**src/rtl/exu_pkg.sv**
```systemverilog
package exu_pkg;
  localparam int XLEN   = 32;
  localparam int RIDX   = 5;
  localparam int OPC_W  = 6;
  localparam int IMM_S  = 5;
  localparam int IMM_L  = 16;
  localparam int CC_W   = 4;
  localparam int NBYTES = XLEN / 8;

  // first-halfword opcodes
  localparam logic [OPC_W-1:0] OPC_ADD_RR  = 6'b001110;
  localparam logic [OPC_W-1:0] OPC_ADD_RI5 = 6'b010010;
  localparam logic [OPC_W-1:0] OPC_ADD_I16 = 6'b110000;
  localparam logic [OPC_W-1:0] OPC_AND_RR  = 6'b001010;
  localparam logic [OPC_W-1:0] OPC_AND_I16 = 6'b110110;
  localparam logic [OPC_W-1:0] OPC_CMP_RR  = 6'b001111;
  localparam logic [OPC_W-1:0] OPC_CMP_RI5 = 6'b010011;
  localparam logic [OPC_W-1:0] OPC_EXT     = 6'b111111;
  // second-halfword sub-codes of the extended group
  localparam logic [10:0] SUB_SWAP_H = 11'b01101000010;
  localparam logic [10:0] SUB_SWAP_W = 11'b01101000000;
  localparam logic [5:0]  SUB_SEL_R  = 6'b011001;
  localparam logic [5:0]  SUB_SEL_I  = 6'b011000;

  typedef enum logic [2:0] {
    OP_NONE, OP_ADD, OP_AND, OP_CMP, OP_SWAP_H, OP_SWAP_W, OP_SEL
  } op_e;

  typedef struct packed {
    logic cy;
    logic ov;
    logic s;
    logic z;
  } flags_t;

  function automatic logic [XLEN:0] wide_sum(input logic [XLEN-1:0] a, input logic [XLEN-1:0] b);
    return {1'b0, a} + {1'b0, b};
  endfunction

  function automatic logic sum_ovf(input logic [XLEN-1:0] a, input logic [XLEN-1:0] b,
                                   input logic [XLEN-1:0] r);
    return (a[XLEN-1] == b[XLEN-1]) && (r[XLEN-1] != a[XLEN-1]);
  endfunction

  function automatic logic diff_ovf(input logic [XLEN-1:0] a, input logic [XLEN-1:0] b,
                                    input logic [XLEN-1:0] r);
    return (a[XLEN-1] != b[XLEN-1]) && (r[XLEN-1] != a[XLEN-1]);
  endfunction

  function automatic logic [XLEN-1:0] swap_half(input logic [XLEN-1:0] v);
    return {v[23:16], v[31:24], v[7:0], v[15:8]};
  endfunction

  function automatic logic [XLEN-1:0] swap_word(input logic [XLEN-1:0] v);
    logic [XLEN-1:0] o;
    for (int i = 0; i < NBYTES; i++) o[i*8 +: 8] = v[(NBYTES-1-i)*8 +: 8];
    return o;
  endfunction

  function automatic logic cond_met(input logic [CC_W-1:0] cc, input flags_t f);
    logic base;
    case (cc[2:0])
      3'd0: base = f.ov;
      3'd1: base = f.cy;
      3'd2: base = f.z;
      3'd3: base = f.cy | f.z;
      3'd4: base = f.s;
      3'd5: base = 1'b1;
      3'd6: base = f.s ^ f.ov;
      default: base = (f.s ^ f.ov) | f.z;
    endcase
    return base ^ cc[3];
  endfunction
endpackage

```
**src/rtl/exu_decode.sv**
```systemverilog
module exu_decode
  import exu_pkg::*;
#(
  parameter int DW = XLEN,
  parameter int RW = RIDX
) (
  input  logic [DW-1:0]   insn,
  input  logic [DW-1:0]   rv1,
  input  logic [DW-1:0]   rv2,
  output op_e             op,
  output logic [RW-1:0]   dst,
  output logic [DW-1:0]   opa,
  output logic [DW-1:0]   opb,
  output logic [CC_W-1:0] cc
);
  localparam int HW = DW / 2;

  logic [RW-1:0]    f_r1, f_r2, f_r3;
  logic [OPC_W-1:0] f_opc;
  logic [HW-1:0]    f_h2;
  logic [DW-1:0]    v1, v2, imm5_s, imm16_s, imm16_z;

  assign f_r1  = insn[RW-1:0];
  assign f_opc = insn[RW +: OPC_W];
  assign f_r2  = insn[RW+OPC_W +: RW];
  assign f_h2  = insn[DW-1:HW];
  assign f_r3  = f_h2[HW-1 -: RW];
  assign cc    = f_h2[CC_W:1];

  // register 0 reads as zero
  assign v1 = (f_r1 == '0) ? '0 : rv1;
  assign v2 = (f_r2 == '0) ? '0 : rv2;

  assign imm5_s  = {{(DW-IMM_S){f_r1[IMM_S-1]}}, f_r1};
  assign imm16_s = {{(DW-IMM_L){f_h2[IMM_L-1]}}, f_h2};
  assign imm16_z = {{(DW-IMM_L){1'b0}}, f_h2};

  always_comb begin
    op  = OP_NONE;
    dst = f_r2;
    opa = v2;
    opb = v1;
    case (f_opc)
      OPC_ADD_RR:  op = OP_ADD;
      OPC_ADD_RI5: begin op = OP_ADD; opb = imm5_s; end
      OPC_ADD_I16: begin op = OP_ADD; opa = v1; opb = imm16_s; end
      OPC_AND_RR:  op = OP_AND;
      OPC_AND_I16: begin op = OP_AND; opa = v1; opb = imm16_z; end
      OPC_CMP_RR:  op = OP_CMP;
      OPC_CMP_RI5: begin op = OP_CMP; opb = imm5_s; end
      OPC_EXT: begin
        dst = f_r3;
        if (f_r1 == '0 && f_h2[10:0] == SUB_SWAP_H)      op = OP_SWAP_H;
        else if (f_r1 == '0 && f_h2[10:0] == SUB_SWAP_W) op = OP_SWAP_W;
        else if (f_h2[0] == 1'b0 && f_h2[10:5] == SUB_SEL_R) begin
          op = OP_SEL; opa = v1; opb = v2;
        end else if (f_h2[0] == 1'b0 && f_h2[10:5] == SUB_SEL_I) begin
          op = OP_SEL; opa = imm5_s; opb = v2;
        end
      end
      default: op = OP_NONE;
    endcase
  end
endmodule

```
**src/rtl/exu_cond.sv**
```systemverilog
module exu_cond
  import exu_pkg::*;
(
  input  logic [CC_W-1:0] cc,
  input  flags_t          flags,
  output logic            met
);
  assign met = cond_met(cc, flags);
endmodule

```
**src/rtl/exu_alu.sv**
```systemverilog
module exu_alu
  import exu_pkg::*;
#(
  parameter int DW = XLEN
) (
  input  op_e           op,
  input  logic [DW-1:0] opa,
  input  logic [DW-1:0] opb,
  input  logic          sel_met,
  input  flags_t        flags_in,
  output logic [DW-1:0] res,
  output flags_t        flags_nx,
  output logic          wr_req
);
  localparam int NB = DW / 8;

  logic [DW:0]   sum_w;
  logic [DW-1:0] diff_w, swp;
  logic [NB-1:0] lane_zero;

  assign sum_w  = wide_sum(opa, opb);
  assign diff_w = opa - opb;
  assign swp    = (op == OP_SWAP_H) ? swap_half(opa) : swap_word(opa);

  for (genvar b = 0; b < NB; b++) begin : g_lane
    assign lane_zero[b] = (swp[b*8 +: 8] == 8'h00);
  end

  always_comb begin
    res      = '0;
    flags_nx = flags_in;
    wr_req   = 1'b0;
    case (op)
      OP_ADD: begin
        res      = sum_w[DW-1:0];
        flags_nx = '{cy: sum_w[DW], ov: sum_ovf(opa, opb, sum_w[DW-1:0]),
                     s: sum_w[DW-1], z: (sum_w[DW-1:0] == '0)};
        wr_req   = 1'b1;
      end
      OP_AND: begin
        res         = opa & opb;
        flags_nx.ov = 1'b0;
        flags_nx.s  = res[DW-1];
        flags_nx.z  = (res == '0);
        wr_req      = 1'b1;
      end
      OP_CMP: begin
        res      = diff_w;
        flags_nx = '{cy: (opa < opb), ov: diff_ovf(opa, opb, diff_w),
                     s: diff_w[DW-1], z: (diff_w == '0)};
      end
      OP_SWAP_H, OP_SWAP_W: begin
        res      = swp;
        flags_nx = '{cy: |lane_zero, ov: 1'b0, s: swp[DW-1], z: (swp == '0)};
        wr_req   = 1'b1;
      end
      OP_SEL: begin
        res    = sel_met ? opa : opb;
        wr_req = 1'b1;
      end
      default: ;
    endcase
  end
endmodule

```
**src/rtl/exu_retire.sv**
```systemverilog
module exu_retire
  import exu_pkg::*;
#(
  parameter int DW = XLEN,
  parameter int RW = RIDX
) (
  input  logic          clk,
  input  logic          rst_n,
  input  logic          in_valid,
  input  logic          wr_req,
  input  logic [RW-1:0] dst,
  input  logic [DW-1:0] res,
  input  flags_t        flags_nx,
  output logic          wb_valid,
  output logic [RW-1:0] wb_idx,
  output logic [DW-1:0] wb_data,
  output flags_t        flags_q
);
  always_ff @(posedge clk or negedge rst_n) begin
    if (!rst_n) begin
      wb_valid <= 1'b0;
      wb_idx   <= '0;
      wb_data  <= '0;
      flags_q  <= '0;
    end else begin
      wb_valid <= in_valid && wr_req && (dst != '0);
      if (in_valid) begin
        wb_idx  <= dst;
        wb_data <= res;
        flags_q <= flags_nx;
      end
    end
  end
endmodule

```
**src/rtl/exu_stage.sv**
```systemverilog
module exu_stage
  import exu_pkg::*;
#(
  parameter int DW = XLEN,
  parameter int RW = RIDX
) (
  input  logic          clk,
  input  logic          rst_n,
  input  logic          in_valid,
  input  logic [DW-1:0] insn,
  input  logic [DW-1:0] reg1_val,
  input  logic [DW-1:0] reg2_val,
  output logic          wb_valid,
  output logic [RW-1:0] wb_idx,
  output logic [DW-1:0] wb_data,
  output logic          flag_cy,
  output logic          flag_ov,
  output logic          flag_s,
  output logic          flag_z
);
  op_e             d_op;
  logic [RW-1:0]   d_dst;
  logic [DW-1:0]   d_opa, d_opb, a_res;
  logic [CC_W-1:0] d_cc;
  logic            c_met, a_wr;
  flags_t          a_flags, flags_q;

  // named events for the checker
  logic ev_cmp, ev_logic, ev_andi, ev_swap, ev_sel, ev_zs, ev_unknown;
  assign ev_cmp     = in_valid && (d_op == OP_CMP);
  assign ev_logic   = in_valid && (d_op == OP_AND);
  assign ev_andi    = in_valid && (insn[RW +: OPC_W] == OPC_AND_I16);
  assign ev_swap    = in_valid && (d_op == OP_SWAP_H || d_op == OP_SWAP_W);
  assign ev_sel     = in_valid && (d_op == OP_SEL);
  assign ev_zs      = in_valid && (d_op == OP_ADD || d_op == OP_AND ||
                                   d_op == OP_SWAP_H || d_op == OP_SWAP_W);
  assign ev_unknown = in_valid && (d_op == OP_NONE);

  exu_decode #(.DW(DW), .RW(RW)) u_dec (
    .insn(insn), .rv1(reg1_val), .rv2(reg2_val),
    .op(d_op), .dst(d_dst), .opa(d_opa), .opb(d_opb), .cc(d_cc)
  );

  exu_cond u_cond (.cc(d_cc), .flags(flags_q), .met(c_met));

  exu_alu #(.DW(DW)) u_alu (
    .op(d_op), .opa(d_opa), .opb(d_opb), .sel_met(c_met), .flags_in(flags_q),
    .res(a_res), .flags_nx(a_flags), .wr_req(a_wr)
  );

  exu_retire #(.DW(DW), .RW(RW)) u_ret (
    .clk(clk), .rst_n(rst_n), .in_valid(in_valid), .wr_req(a_wr), .dst(d_dst),
    .res(a_res), .flags_nx(a_flags), .wb_valid(wb_valid), .wb_idx(wb_idx),
    .wb_data(wb_data), .flags_q(flags_q)
  );

  assign flag_cy = flags_q.cy;
  assign flag_ov = flags_q.ov;
  assign flag_s  = flags_q.s;
  assign flag_z  = flags_q.z;
endmodule

```
**config.mk**
```make
export PLATFORM = sky130hd
export DESIGN_NAME = exu_stage
export DESIGN_NICKNAME = d
export VERILOG_FILES = /design/src/rtl/exu_pkg.sv /design/src/rtl/exu_decode.sv /design/src/rtl/exu_cond.sv /design/src/rtl/exu_alu.sv /design/src/rtl/exu_retire.sv /design/src/rtl/exu_stage.sv
export SDC_FILE = /design/constraint.sdc
export NUM_CORES = 1
export LEC_CHECK = 0
export ABC_AREA = 1
export BUFFER_PORTS_ARGS = -buffer_cell sky130_fd_sc_hd__buf_2
export CORE_MARGIN = 4
export CORE_UTILIZATION = 45
export CTS_CLUSTER_DIAMETER = 30
export DETAILED_ROUTE_END_ITERATION = 8
export SETUP_SLACK_MARGIN = 0.4
export SLEW_MARGIN = 20
export SYNTH_ARGS = -nofsm -noshare
export SYNTH_HDL_FRONTEND = slang
export SYNTH_SLANG_ARGS = --single-unit
```
**constraint.sdc**
```tcl
create_clock -name clk -period 2.5 [get_ports clk]
set_input_delay 0.5 -clock clk [delete_from_list [all_inputs] [get_ports clk]]
set_output_delay 0.5 -clock clk [all_outputs]
set_load 0.03 [all_outputs]
```
==> flow_metrics.env, run 1 <==
export IMPL_status="stopped before the end"
export IMPL_lastStage="5_1_grt"
export IMPL_firstError="[ERROR GRT-0232] Routing congestion too high. Check the congestion heatmap in the GUI."
export IMPL_num_rows=58
export IMPL_grt_max_degree=34
export IMPL_ios=141
export IMPL_cts_buffers_inserted=5
export IMPL_yosys_warnings=0
export IMPL_start_util_pct=45.80
export IMPL_ys_flop_type="dfrtp_1"
export IMPL_synth_nets=2467
export IMPL_cts_sinks=42
export IMPL_yosys_register_bits=42
export IMPL_synth_enable_flop_cells=0
export IMPL_postGrtWorstEndpoint="u_ret.flags_q[0]$_DFFE_PN0P_/D"
export IMPL_numPortBuffers=140
export IMPL_syn_inst=2301
export IMPL_yosysUniqueCellTypes=52
export IMPL_gr_total_overflow=507
export IMPL_root_buffer="clkbuf_16"
export IMPL_die_h_um=168.3
export IMPL_worst_ep_kind="register input"
export IMPL_syn_area_per_cell_um2=5.027
export IMPL_die_width_um=168.3
export IMPL_gr_usage_all_layers_pct=74.90
export IMPL_syn_area_mm2=0.01157
export IMPL_clk_path_buf_depth=2
export IMPL_async_reset_ff_share_pct=100.0
export IMPL_gp_congestion=1.094
export IMPL_dp_hpwl_um=54500
export IMPL_synth_seq_area_share_pct=9.086
export IMPL_htreeDepth=2
export IMPL_hold_buffers=0
[cells by family after synthesis]
family | after synthesis | synth area share, %
AND/OR/NAND/NOR | 1328 | 47.71
buffers and inverters | 458 | 15.44
AO/OA/AOI/OAI | 386 | 18.88
adder cells (fa/ha/maj) | 67 | 7.377
flip-flops | 42 | 9.086
XOR/XNOR | 20 | 1.514
[what timing repair did]
action / in CTS
setup buffers: 72
setup endpoints to repair: 37
resized for setup: 501
gates cloned: 9
pin swaps: 132
[metal layers]
layer  overflow  track usage (%)
met5          0            28.87
met4        169            76.15
met3          8            56.77
met1          9            73.58
met2        321            93.99
[per-stage QoR]
step	setup WS, ns	instances	hold slack (ns)	area (um2)
after CTS	-1.076	3363	0.1729	20050
after global placement	-1.988	3274	0.4523	17320
after floorplan	-1.030	2301	0.2044	12060
after detailed placement	-2.111	3274	0.4609	17320
[cell usage after synthesis (14+ instances only)]
master	number	area share [%]
o21ai_0	124	5.4
nand3_1	136	5.9
nor4_1	14	0.76
nand2_1	877	28
a21oi_1	147	6.4
o21ai_1	24	1.0
xor2_1	17	1.3
nand4_1	65	3.5
ha_1	65	7.0
dfrtp_1	42	9.1
clkbuf_1	64	2.1
buf_2	19	0.82
nor2_1	186	6.0
inv_1	352	11
nor3_1	20	0.87
o211ai_1	25	1.6
==> inputs of run 2 (changes only) <==
CORE_UTILIZATION = 30   (was 45)
CTS_CLUSTER_DIAMETER = not set   (was 30)
PLACE_DENSITY_LB_ADDON = 0.15   (was not set)
SETUP_SLACK_MARGIN = not set   (was 0.4)
==> flow_metrics.env, run 2 <==
export IMPL_antenna_found_initial=2
export IMPL_yosys_register_bits=42
export IMPL_synth_enable_flop_cells=0
export IMPL_clk_path_buf_depth=2
export IMPL_p_leak_uw=0.01179
export IMPL_grt_pass1_wl_um=113800
export IMPL_cts_buffers_inserted=5
export IMPL_num_rows=71
export IMPL_use_met3_pct=4.507
export IMPL_fin_crit_sh_pct=154.4
export IMPL_root_buffer="clkbuf_16"
export IMPL_wire_per_inst_um=22.12
export IMPL_area_growth_pct=90.49
export IMPL_setup_worst_path_end_class="flop"
export IMPL_finalNetCount=3293
export IMPL_async_reset_ff_share_pct=100.0
export IMPL_synthTopCellsByCount="nand2_1 (877), inv_1 (352), nor2_1 (186)"
export IMPL_layout_commonest_cell="nand2_1"
export IMPL_ant_nets=0
export IMPL_cap_violations=0
export IMPL_dieArea_mm2=0.04176
export IMPL_synth_most_common_cell="nand2_1"
export IMPL_power_uw=8673
export IMPL_gr_max_usage_layer="met2"
export IMPL_syn_inst=2301
export IMPL_rsz0062_at_grt="true"
export IMPL_setup_tns_ns=-40.80
export IMPL_arrival_ns=4.06
export IMPL_grt_max_degree=43
export IMPL_gr_total_overflow=0
export IMPL_finClkSkew_ns=0.006209
export IMPL_met2_usage_pct=63.58
export IMPL_insertion_delay_ns=0.32
export IMPL_vias=19070
export IMPL_diodes=0
export IMPL_synth_top_area_share_pct=28.46
export IMPL_gp_congestion=1.015
export IMPL_cts_sinks=42
export IMPL_critPathLaunchType="input pin"
export IMPL_rrSetupSlack_ns=0.16
export IMPL_start_util_pct=30.57
export IMPL_drt_vias_per_instance=5.240
export IMPL_dp_slack_ns=-2.259
export IMPL_first_global_vias=18810
export IMPL_criticalPathCategory="in -> reg"
export IMPL_yosysUniqueCellTypes=52
export IMPL_violations="negative setup slack"
export IMPL_die_h_um=204.4
export IMPL_wl_um=80490
export IMPL_fmax_mhz=259.1
export IMPL_largest_reg_flops=32
export IMPL_fin_crit_ns=3.860
export IMPL_numPortBuffers=140
export IMPL_setup_viol=35
export IMPL_htreeDepth=2
export IMPL_dp_hpwl_um=65600
export IMPL_ios=141
export IMPL_powerDensity_mw_per_mm2=393.6
export IMPL_synth_seq_area_share_pct=9.086
export IMPL_status="finished, violations left"
export IMPL_globalRouteMet1Util_pct=42.86
export IMPL_die_width_um=204.4
export IMPL_largest_registers="u_ret.wb_data x32, u_ret.wb_idx x5, u_ret.flags_q x4"
export IMPL_tightest_slew_ns=0.8803
export IMPL_ir_drop_v=0.0002576
export IMPL_synth_top_area_cell="nand2_1"
export IMPL_synth_area_leaders="nand2_1 (28%), inv_1 (11%), dfrtp_1 (9.1%)"
export IMPL_multi_input_area_mm2=0.01145
export IMPL_finalHoldWorstSlack_ns=0.2836
export IMPL_dr_pass1_iters=6
export IMPL_ys_flop_type="dfrtp_1"
export IMPL_layout_drive_gt1_share_pct=47.83
export IMPL_drtIter0Drc=1502
export IMPL_hold_path_class="in -> async"
export IMPL_hold_viol=0
export IMPL_relSlewSlack_pct=40.69
export IMPL_hold_buffers=0
export IMPL_fp_coreArea_mm2=0.03784
export IMPL_syn_area_mm2=0.01157
export IMPL_synth_nets=2467
export IMPL_clk_pin_slew_ns=0.07
export IMPL_fillers=3788
export IMPL_worst_slack_ns=-1.360
export IMPL_gr_usage_all_layers_pct=36.28
export IMPL_tritoncts="yes"
export IMPL_crit_required_ns=2.70
export IMPL_ff_latch_area_mm2=0.001051
export IMPL_cp_max_fo=8
export IMPL_maxSlewViolCount=0
export IMPL_yosys_warnings=0
export IMPL_drc=0
export IMPL_layout_common_cells="nand2_1 (703), buf_4 (684), inv_1 (280), nand2_2 (136), buf_2 (129)"
export IMPL_syn_area_per_cell_um2=5.027
export IMPL_largest_register="u_ret.wb_data"
[run 2: cell counts after synthesis]
No cell type changed its count.
[run 2: stage by stage]
step / std cells / area [um2] / utilization, %
2_1_floorplan: 2301 / 12060 / -
3_3_place_gp: 3528 / 18200 / 48.09
3_5_place_dp: 3528 / 18200 / 48.09
4_1_cts: 3600 / 20610 / 54.46
5_1_grt: 3639 / 22030 / 58.23
6_report: 3639 / 22030 / 58.23
[run 2: repair_timing]
item,in CTS,in global routing
buffers inserted,61,38
pin swaps,123,160
cloned,4,5
resized for setup,463,288
endpoints found under the setup margin,36,36
[run 2: critical path: stages]
cell and delay [ns]:
buf_6 0.10, buf_6 0.11, nand2_8 0.07, inv_8 0.04
nand3_4 0.11, nand3_4 0.12, nor2_4 0.23, inv_4 0.10
buf_12 0.16, o211ai_1 0.25, buf_4 0.20, inv_4 0.05
fa_2 0.42, inv_2 0.10, nand2_4 0.06, o21bai_4 0.18
buf_4 0.15, xor2_2 0.17, o21ai_1 0.09, a221oi_1 0.22
buf_4 0.17, o211ai_1 0.09, buf_4 0.19, o21ai_0 0.09
inv_1 0.06
[run 2: power by group]
| part | internal, uW | switching [uW] |
|---|---|---|
| clock | 372 | 347 |
| combinational | 3130 | 4020 |
| sequential | 750 | 53.1 |
| total | 4250 | 4420 |
[run 2: layout make-up]
| class | instances | area share, % |
|---|---|---|
| Multi-Input combinational cell | 1801 | 51.97 |
| Timing Repair Buffer | 913 | 33.12 |
| Inverter | 363 | 6.519 |
| Sequential cell | 42 | 4.770 |
| Tap cell | 511 | 2.902 |
| Clock buffer | 5 | 0.5678 |
| Clock inverter | 3 | 0.09653 |
| Timing Repair inverter | 1 | 0.05110 |
[run 2: metal layers]
layer | part of all wire [%] | vias to the layer above
met1 | 39 | 8993
met3 | 6.4 | 243
li1 | - | 9025
met2 | 47 | 808
met5 | 0 | -
met4 | 7.5 | 0
[run 2: worst paths after layout]
kind	from	end	cells after the start
worst min-delay path	rst_n	u_ret.wb_data[25]$_DFFE_PN0P_	2
min in group clk	u_ret.wb_data[31]$_DFFE_PN0P_	u_ret.wb_data[31]$_DFFE_PN0P_	2
max in group asynchronous	rst_n	u_ret.wb_data[7]$_DFFE_PN0P_	2
worst min register to register	u_ret.wb_data[31]$_DFFE_PN0P_	u_ret.wb_data[31]$_DFFE_PN0P_	2
worst max register to register	u_ret.flags_q[0]$_DFFE_PN0P_	u_ret.wb_data[27]$_DFFE_PN0P_	12
worst max-delay path	insn[9]	u_ret.wb_data[4]$_DFFE_PN0P_	25
[run 2: logic make-up (layout without fill, tap and decap cells)]
logic type	count (synthesis)	after routing	synth area share (%)
simple gates	1328	1328	47.71
buf+inv	458	1285	15.44
compound gates	386	386	18.88
fa+ha+maj	67	67	7.377
flops	42	42	9.086
xor+xnor	20	20	1.514
Power figures use the tool's default switching activity.
==> inputs of run 3 (changes only) <==
ABC_AREA = 0   (was 1)
==> flow_metrics.env, run 3 <==
export IMPL_largest_reg_flops=32
export IMPL_cts_buffers_inserted=5
export IMPL_crit_chain="buf_6, or4_4, or2_4, a21oi_2, a211oi_2, a31oi_1, a2bb2oi_2, inv_2, ha_4, nor2_4, o311ai_4, buf_4, o41a_1, nand4_1, a21bo_1, a2111oi_4, nand3_1, nor4b_2, buf_4, nand4_1, o41ai_2, a2bb2oi_2"
export IMPL_power_uw=7541
export IMPL_grt_pass1_wl_um=91290
export IMPL_slowest_stage="or4_4"
export IMPL_gr_total_overflow=0
export IMPL_gp_congestion=1.002
export IMPL_hold_path_class="in -> async"
export IMPL_ant_nets=0
export IMPL_cap_violations=0
export IMPL_synth_top_area_cell="dfrtp_1"
export IMPL_root_buffer="clkbuf_16"
export IMPL_final_util_pct=55.65
export IMPL_status="finished, violations left"
export IMPL_synth_top_area_share_pct=11.23
export IMPL_dr_pass1_iters=6
export IMPL_cts_sinks=42
export IMPL_num_rows=64
export IMPL_arrival_ns=5.53
export IMPL_layout_drive_gt1_share_pct=49.93
export IMPL_die_h_um=184.6
export IMPL_p_leak_uw=0.007885
export IMPL_r2r_start="u_ret.flags_q[1]$_DFFE_PN0P_"
export IMPL_synth_nets=1586
export IMPL_ios=141
export IMPL_drc=0
export IMPL_setup_worst_path_end_class="flop"
export IMPL_setup_viol=36
export IMPL_fin_crit_sh_pct=211.3
export IMPL_fin_crit_ns=5.281
export IMPL_syn_area_mm2=0.009356
export IMPL_r2r_end="u_ret.wb_data[24]$_DFFE_PN0P_"
export IMPL_gr_usage_all_layers_pct=35.83
export IMPL_syn_area_per_cell_um2=6.589
export IMPL_ir_drop_v=0.0003249
export IMPL_syn_inst=1420
export IMPL_wl_um=63480
export IMPL_fp_coreArea_mm2=0.03067
export IMPL_maxSlewViolCount=0
export IMPL_synth_seq_area_share_pct=11.23
export IMPL_layout_common_cells="buf_4 (591), nor2_1 (146), buf_2 (138), nand2_1 (127), a21oi_1 (121)"
export IMPL_wire_per_inst_um=25.44
export IMPL_largest_registers="u_ret.wb_data x32, u_ret.wb_idx x5, u_ret.flags_q x4"
export IMPL_dp_hpwl_um=52450
export IMPL_clk_path_buf_depth=2
export IMPL_yosys_warnings=0
export IMPL_synth_most_common_cell="a21oi_1"
export IMPL_clk_pin_slew_ns=0.09
export IMPL_criticalPathCategory="in -> reg"
export IMPL_async_reset_ff_share_pct=100.0
export IMPL_numPortBuffers=140
export IMPL_reg2regPathDepth=11
export IMPL_die_width_um=184.6
export IMPL_cpPeakStageDelay_ns=0.57
export IMPL_layout_commonest_cell="buf_4"
export IMPL_critPathLaunchType="input pin"
export IMPL_first_global_vias=13900
export IMPL_rrSetupSlack_ns=0.12
export IMPL_powerDensity_mw_per_mm2=441.8
export IMPL_antenna_found_initial=2
export IMPL_hold_viol=0
export IMPL_fmax_mhz=189.3
export IMPL_drt_vias_per_instance=5.828
export IMPL_dieArea_mm2=0.03408
export IMPL_ys_flop_type="dfrtp_1"
export IMPL_finClkSkew_ns=0.01906
export IMPL_drtIter0Drc=1615
export IMPL_yosys_register_bits=42
export IMPL_synthTopCellsByCount="a21oi_1 (168), nor2_1 (161), nand2_1 (137)"
export IMPL_vias=14540
export IMPL_largest_register="u_ret.wb_data"
export IMPL_synth_enable_flop_cells=0
export IMPL_finalNetCount=2264
export IMPL_grt_max_degree=43
export IMPL_diodes=0
export IMPL_worst_slack_ns=-2.781
export IMPL_area_growth_pct=82.41
export IMPL_crit_required_ns=2.75
export IMPL_cp_max_fo=7
export IMPL_rsz0062_at_grt="true"
export IMPL_start_util_pct=30.51
export IMPL_relSlewSlack_pct=42.20
export IMPL_htreeDepth=2
export IMPL_insertion_delay_ns=0.33
export IMPL_yosysUniqueCellTypes=89
export IMPL_hold_buffers=0
export IMPL_tightest_slew_ns=0.8558
export IMPL_violations="negative setup slack"
export IMPL_tritoncts="yes"
export IMPL_synth_area_leaders="dfrtp_1 (11%), a21oi_1 (9.0%), ha_1 (8.7%)"
run 3: how the worst max path moves through the flow:
stage | end | start | cells after the start | slack [ns]
finish | u_ret.flags_q[0]$_DFFE_PN0P_ | insn[11] | 22 | -2.78
global route | u_ret.flags_q[0]$_DFFE_PN0P_ | insn[23] | 25 | -2.90
CTS | u_ret.flags_q[0]$_DFFE_PN0P_ | insn[26] | 25 | -2.69
detailed placement | u_ret.flags_q[0]$_DFFE_PN0P_ | insn[11] | 21 | -3.67
global placement | u_ret.flags_q[0]$_DFFE_PN0P_ | insn[11] | 21 | -3.69
floorplan | u_ret.flags_q[0]$_DFFE_PN0P_ | insn[11] | 22 | -2.36
run 3: stage by stage:
stage / std cells / worst slack (ns) / hold slack (ns) / setup TNS [ns] / instance area [um2]
final: 2495 / -2.781 / 0.2851 / -70.01 / 17070
after global routing: 2495 / -2.902 / 0.3338 / -74.12 / 17070
after CTS: 2483 / -2.695 / 0.3158 / -69.94 / 16300
after detailed placement: 2452 / -3.667 / 0.4626 / -90.29 / 15180
after global placement: 2452 / -3.687 / 0.4584 / -91.37 / 15180
after floorplan: 1420 / -2.356 / 0.2044 / -61.43 / 9923
run 3: final cells by class:
class	count	area (um2)
clock buffer	5	125.1
clock inverter	3	68.82
fill	3064	13600
inverter	79	299.0
multi-input combinational	1198	9299
sequential	42	1051
tap	396	495.5
timing repair buffer	772	5729
run 3: layer usage:
| metal | global-route usage [%] | part of all wire (%) | up-vias |
|---|---|---|---|
| li1 | - | - | 6659 |
| met4 | 9.553 | 3.0 | 0 |
| met3 | 4.618 | 7.6 | 102 |
| met5 | 0 | 0 | - |
| met2 | 58.21 | 45 | 694 |
| met1 | 50.09 | 44 | 7085 |
run 3: repair_timing:
| item | CTS | global route |
|---|---|---|
| pin swaps | 45 | 65 |
| setup buffers | 25 | 16 |
| setup endpoints to repair | 36 | 37 |
| gates resized for setup | 153 | 133 |
run 3: critical path, delay by kind of cell:
kind | cells | cell delay, ns
AOI/OAI and AO/OA | 10 | 2.39
and+or+nand+nor | 7 | 1.72
adders and majority gates | 1 | 0.31
buffers and inverters | 4 | 0.60
run 3: kinds of logic after synthesis:
logic type | Yosys count | share of synthesized area [%]
compound gates | 554 | 39.28
simple gates | 508 | 26.29
buf+inv | 180 | 7.328
fa+ha+maj | 67 | 9.120
xor+xnor | 50 | 4.680
flops | 42 | 11.23
mux | 19 | 2.073
run 3: where the power goes:
| part | internal, uW | switching, uW |
|---|---|---|
| Clock | 579 | 419 |
| Combinational | 2640 | 3100 |
| Sequential | 753 | 47.4 |
| Total | 3980 | 3560 |
